`src/rtl/feeder_pkg.sv`:
```
`timescale 1ns/1ps
package feeder_pkg;
  // per-queue read state
  typedef enum logic [1:0] {
    QS_IDLE = 2'd0,  // head sits on a packet boundary
    QS_MID  = 2'd1,  // packet partly emitted
    QS_DROP = 2'd2   // discarding rest of a flushed packet
  } qstate_e;
endpackage

```
`src/rtl/queue_sel.sv`:
```
`timescale 1ns/1ps
module queue_sel #(
  parameter int NUM_Q = 8,
  parameter int QW    = 3
) (
  input  logic          clk_i,
  input  logic          rst_ni,
  output logic [QW-1:0] sel_o
);
  always_ff @(posedge clk_i or negedge rst_ni) begin
    if (!rst_ni)                      sel_o <= '0;
    else if (sel_o == QW'(NUM_Q - 1)) sel_o <= '0;
    else                              sel_o <= sel_o + 1'b1;
  end
endmodule

```
`src/rtl/pkt_queue.sv`:
```
`timescale 1ns/1ps
module pkt_queue
  import feeder_pkg::*;
#(
  parameter int DEPTH  = 16,
  parameter int DATA_W = 8
) (
  input  logic              clk_i,
  input  logic              rst_ni,
  input  logic              wr_en_i,
  input  logic [DATA_W-1:0] wr_data_i,
  input  logic              wr_last_i,
  output logic              full_o,
  input  logic              flush_i,
  input  logic              rd_en_i,
  output logic              avail_o,
  output logic [DATA_W-1:0] rd_data_o,
  output logic              rd_sop_o,
  output logic              rd_last_o
);
  localparam int AW = $clog2(DEPTH);
  localparam int PW = AW + 1;

  logic [DATA_W-1:0] data_mem [DEPTH];
  logic [DEPTH-1:0]  last_mem;
  logic [PW-1:0]     wr_ptr_q, rd_ptr_q, end_ptr_q;
  qstate_e           state_q, state_d;
  logic              has_pkt, head_last, pop, adv;

  assign full_o    = (wr_ptr_q - rd_ptr_q) == PW'(DEPTH);
  // end_ptr_q is one past the last byte of the newest complete packet
  assign has_pkt   = rd_ptr_q != end_ptr_q;
  assign head_last = last_mem[rd_ptr_q[AW-1:0]];
  assign avail_o   = has_pkt && (state_q != QS_DROP) && !flush_i;
  assign rd_data_o = data_mem[rd_ptr_q[AW-1:0]];
  assign rd_sop_o  = state_q == QS_IDLE;
  assign rd_last_o = head_last;
  assign pop       = rd_en_i && avail_o;
  assign adv       = pop || (state_q == QS_DROP);

  always_comb begin
    state_d = state_q;
    if (state_q == QS_DROP) begin
      if (head_last) state_d = QS_IDLE;
    end else if (flush_i) begin
      if (state_q == QS_MID) state_d = QS_DROP;
    end else if (pop) begin
      state_d = head_last ? QS_IDLE : QS_MID;
    end
  end

  always_ff @(posedge clk_i) begin
    if (wr_en_i) begin
      data_mem[wr_ptr_q[AW-1:0]] <= wr_data_i;
      last_mem[wr_ptr_q[AW-1:0]] <= wr_last_i;
    end
  end

  always_ff @(posedge clk_i or negedge rst_ni) begin
    if (!rst_ni) begin
      wr_ptr_q  <= '0;
      rd_ptr_q  <= '0;
      end_ptr_q <= '0;
      state_q   <= QS_IDLE;
    end else begin
      state_q <= state_d;
      if (wr_en_i) wr_ptr_q <= wr_ptr_q + 1'b1;
      if (wr_en_i && wr_last_i) end_ptr_q <= wr_ptr_q + 1'b1;
      if (adv) rd_ptr_q <= rd_ptr_q + 1'b1;
    end
  end
endmodule

```
`src/rtl/pkt_feeder.sv`:
```
`timescale 1ns/1ps
module pkt_feeder #(
  parameter  int NUM_Q  = 8,
  parameter  int DEPTH  = 16,
  parameter  int DATA_W = 8,
  localparam int QW     = (NUM_Q > 1) ? $clog2(NUM_Q) : 1
) (
  input  logic              clk_i,
  input  logic              rst_ni,
  input  logic              wr_valid_i,
  output logic              wr_ready_o,
  input  logic [QW-1:0]     wr_queue_i,
  input  logic [DATA_W-1:0] wr_data_i,
  input  logic              wr_last_i,
  input  logic              flush_i,
  input  logic [QW-1:0]     flush_queue_i,
  output logic              rd_valid_o,
  output logic [QW-1:0]     rd_queue_o,
  output logic [DATA_W-1:0] rd_data_o,
  output logic              rd_sop_o,
  output logic              rd_eop_o,
  output logic [NUM_Q-1:0]  ignore_o
);
  logic [QW-1:0]     sel;
  logic [NUM_Q-1:0]  full, avail, q_sop, q_last, wr_en, rd_en, fl;
  logic [DATA_W-1:0] q_data [NUM_Q];
  logic              pop;

  queue_sel #(.NUM_Q(NUM_Q), .QW(QW)) u_sel (
    .clk_i (clk_i),
    .rst_ni(rst_ni),
    .sel_o (sel)
  );

  assign wr_ready_o = (int'(wr_queue_i) < NUM_Q) ? !full[wr_queue_i] : 1'b0;

  for (genvar g = 0; g < NUM_Q; g++) begin : g_q
    assign wr_en[g] = wr_valid_i && wr_ready_o && (wr_queue_i == QW'(g));
    assign fl[g]    = flush_i && (flush_queue_i == QW'(g));
    assign rd_en[g] = sel == QW'(g);

    pkt_queue #(.DEPTH(DEPTH), .DATA_W(DATA_W)) u_queue (
      .clk_i    (clk_i),
      .rst_ni   (rst_ni),
      .wr_en_i  (wr_en[g]),
      .wr_data_i(wr_data_i),
      .wr_last_i(wr_last_i),
      .full_o   (full[g]),
      .flush_i  (fl[g]),
      .rd_en_i  (rd_en[g]),
      .avail_o  (avail[g]),
      .rd_data_o(q_data[g]),
      .rd_sop_o (q_sop[g]),
      .rd_last_o(q_last[g])
    );

    // stale until this queue starts its next packet
    always_ff @(posedge clk_i or negedge rst_ni) begin
      if (!rst_ni)                               ignore_o[g] <= 1'b0;
      else if (fl[g])                            ignore_o[g] <= 1'b1;
      else if (rd_en[g] && avail[g] && q_sop[g]) ignore_o[g] <= 1'b0;
    end
  end

  assign pop = avail[sel];

  always_ff @(posedge clk_i or negedge rst_ni) begin
    if (!rst_ni) begin
      rd_valid_o <= 1'b0;
      rd_queue_o <= QW'(NUM_Q - 1);
      rd_data_o  <= '0;
      rd_sop_o   <= 1'b0;
      rd_eop_o   <= 1'b0;
    end else begin
      rd_valid_o <= pop;
      rd_queue_o <= sel;
      rd_data_o  <= q_data[sel];
      rd_sop_o   <= pop && q_sop[sel];
      rd_eop_o   <= pop && q_last[sel];
    end
  end
endmodule

```
`config.mk`:
```
export PLATFORM = sky130hd
export DESIGN_NAME = pkt_feeder
export DESIGN_NICKNAME = d
export VERILOG_FILES = /design/src/rtl/feeder_pkg.sv /design/src/rtl/queue_sel.sv /design/src/rtl/pkt_queue.sv /design/src/rtl/pkt_feeder.sv
export SDC_FILE = /design/constraint.sdc
export NUM_CORES = 2
export LEC_CHECK = 0
export BUFFER_PORTS_ARGS = -buffer_cell sky130_fd_sc_hd__buf_2
export CAP_MARGIN = 10
export CORE_UTILIZATION = 55
export CTS_CLUSTER_DIAMETER = 100
export DETAILED_ROUTE_END_ITERATION = 10
export PLACE_DENSITY = 0.71
export SYNTH_ARGS = -nofsm -noshare
export SYNTH_HDL_FRONTEND = slang
export SYNTH_SLANG_ARGS = --single-unit
```
`constraint.sdc`:
```
create_clock -name clk_i -period 5.15 [get_ports clk_i]
set_clock_uncertainty 0.15 [all_clocks]
set_input_delay 0.515 -clock clk_i [delete_from_list [all_inputs] [get_ports clk_i]]
set_output_delay 0.515 -clock clk_i [all_outputs]
set_load 0.005 [all_outputs]
```
==> flow_metrics.tcl <==
set metrics [dict create \
    status "complete, but fails checks" \
    violations "design-rule violations" \
    ctsHoldBuffers 2 \
    fp.dieH_um 315.6 \
    hold_slack_ns 0.05900 \
    gp_congestion 0.8825 \
    rsz0062_at_grt "no" \
    criticalPathCategory "register to output pin" \
    hold_violations 0 \
    place_area_mm2 0.05575 \
    dr.pass1.iters 11 \
    clkSinkCount 1313 \
    p_total_mw 31.46 \
    startpoint_type "register" \
    numCtsBuffers 132 \
    viasPerCell 6.435 \
    synth-edff-count 1152 \
    leakage_nw 20.55 \
    max_freq_mhz 228.5 \
    cts.clk_slew.worst_paths_ns 0.06 \
    synth_cells 2835 \
    ys_ff_latch 1313 \
    fin_crit_sh 0.8498 \
    dp.cells 4076 \
    syn_avg_cell_area_um2 19.08 \
    ys_warn_count 0 \
    wl_um 126000 \
    grt_pass1_vias 28070 \
    relSlewSlack 0.1902 \
    grt_pass1_wl_um 187700 \
    die_area_mm2 0.09959 \
    crit_required_ns 4.49 \
    synth_area_leaders "edfxtp_1, mux4_2, dfrtp_1" \
    die_x_um 315.6 \
    powerDensity_mw_per_mm2 524.5 \
    final_cell_mix "edfxtp_1, mux4_2, dfrtp_1" \
    area_growth_pct 10.89 \
    wl_per_cell_um 29.17 \
    clockBufferDepth 3 \
    cp_cell_sequence "inv_1 -> ha_1 -> or3b_2 -> o22ai_1 -> a41o_1 -> nand3_4 -> nor2_1 -> a21oi_1 -> buf_2" \
    final_cells 4320 \
    cts_resized 0 \
    critical-path-slowest-cell "dfrtp_1" \
    ant_nets 0 \
    core_mm2 0.09699 \
    detailed_place_hpwl_um 80350 \
    portBuffers 41 \
    ir_drop_mv 0.3732 \
    grt_overflow_total 0 \
    hold_path.class "input port to register" \
    syn_nets 2948 \
    endpoint_kind "output pin" \
    remaining_drc_errors 12 \
    synthArstFlopShare 0.1226 \
    cts.htree.levels 4 \
    synth_ff_type "edfxtp_1" \
    synth_top_cell_area_share 0.6396 \
    antenna_found_initial 8 \
    layout_commonest_cell "edfxtp_1" \
    path_max_fanout 18 \
    drv_slew 0 \
    fin_area_mm2 0.05997 \
    cts_tree "yes" \
    post_cts_buffers 0 \
    num-nets-final 3055 \
    syn_area_mm2 0.05408 \
    clk_latency_ns 0.73 \
    fin_crit_ns 4.376 \
    num_rows 114 \
    grt_max_degree 162 \
    tightest_slew_ns 1.211 \
    crit_path_max_incr_delay_ns 0.50 \
    vias 27800 \
    yosys.area.top_type "edfxtp_1" \
    io_pins 42 \
    layout-drive-gt1-share 0.2196 \
    cts_root_buffer "clkbuf_16" \
    critPathArrivalTime_ns 3.71 \
    finalSetupViolCount 0 \
    start_util 0.5576 \
    drt_iter0_drc 3412 \
    grtUsageTotal 0.2584 \
    setup_tns_ns 0 \
    synthDistinctLibCells 83 \
    drv_cap 0 \
    synth-seq-area-share 0.7142 \
]
[kinds of logic (layout without fill, tap and decap cells)]
kind of cell               after synthesis  in the layout  synth area share
buffers and inverters                  211            413           0.01747
DFF                                   1313           1313            0.7142
xor gates and xnor gates               153            153           0.02478
muxes                                  351            351            0.1350
and+or+nand+nor                        417            417           0.04266
adders and majority gates               94             94           0.02175
other                                    0              7                 0
AOI/OAI and AO/OA                      296            296           0.04414
[registers in the layout (all words and copies together) (netlist names)]
| register | cells |
|---|---|
| g_q.u_queue.last_mem | 128 |
| u_sel.sel_o | 3 |
| rd_eop_o | 1 |
| rd_data_o | 8 |
| g_q.u_queue.state_q | 16 |
| ignore_o | 8 |
| rd_valid_o | 1 |
| g_q.u_queue.wr_ptr_q | 40 |
| g_q.u_queue.data_mem | 1024 |
| g_q.u_queue.rd_ptr_q | 40 |
| rd_sop_o | 1 |
| g_q.u_queue.end_ptr_q | 40 |
| rd_queue_o | 3 |
[path summary, 6_finish.rpt]
check | start | endpoint | slack (ns) | cells past startpoint
worst max-delay path | g_q[4].u_queue.rd_ptr_q[2] | wr_ready_o | 0.77 | 9
worst min-delay path | flush_i | ignore_o[6] | 0.06 | 3
worst max register to register | g_q[4].u_queue.rd_ptr_q[0] | rd_data_o[6] | 1.34 | 6
worst min register to register | ignore_o[2] | ignore_o[2] | 0.34 | 1
max in group asynchronous | rst_ni | g_q[5].u_queue.rd_ptr_q[0] | 3.65 | 3
min in group asynchronous | rst_ni | rd_data_o[1] | 0.30 | 3
[worst max-delay path: cells and delay by family, from the launching register on]
kind | cells | cell delay [ns]
AOI/OAI and AO/OA | 3 | 0.57
adders and majority gates | 1 | 0.33
buffers and inverters | 2 | 0.34
DFF | 1 | 0.50
and+or+nand+nor | 3 | 1.23
[stage by stage]
step | worst slack [ns] | utilization
detailed placement | 1.186 | 0.5748
finish | 0.7737 | 0.6183
floorplan | 1.326 | -
global route | 0.6405 | 0.6182
global placement | 1.287 | 0.5748
CTS | 0.7361 | 0.6177
[power breakdown]
part / leakage [nW] / switching [mW] / internal (mW) / total [mW]
logic: 6.17 / 5.17 / 4.04 / 9.21
clock network: 2.02 / 3.92 / 5.36 / 9.28
registers: 12.4 / 0.768 / 12.2 / 13.0
[layout make-up]
| cell class | count | area [µm²] |
|---|---|---|
| timing repair buffer | 104 | 721.9 |
| antenna | 7 | 17.52 |
| multi-input combinational | 1311 | 14560 |
| inverter | 80 | 300.3 |
| sequential | 1313 | 38640 |
| tap | 1276 | 1597 |
| clock buffer | 161 | 3518 |
| clock inverter | 68 | 623.1 |
| fill | 6712 | 37020 |
[per-layer routing]
layer,vias up,global-route usage,part of all wire
met5,-,0,0.00027
met4,6,0.07543,0.025
met3,176,0.05208,0.087
met2,1221,0.3967,0.47
met1,14640,0.3794,0.41
li1,11760,-,-
[synthesized netlist by cell type (17+ instances only)]
cell type and count:
mux2_2 31, a21oi_1 25, and3_1 87, mux2_4 20, inv_1 79, ha_1 94
nand4_1 17, nor3_1 20, xor2_1 44, nand2_1 70, a22o_1 75, buf_2 36
xnor2_1 109, nor2b_1 29, edfxtp_1 1152, a221oi_1 64, clkbuf_1 65, dfrtp_1 158
o21ai_0 25, o22ai_1 40, mux4_2 285, nor2_1 71, nand3_1 38
Power figures use the tool's default switching activity.
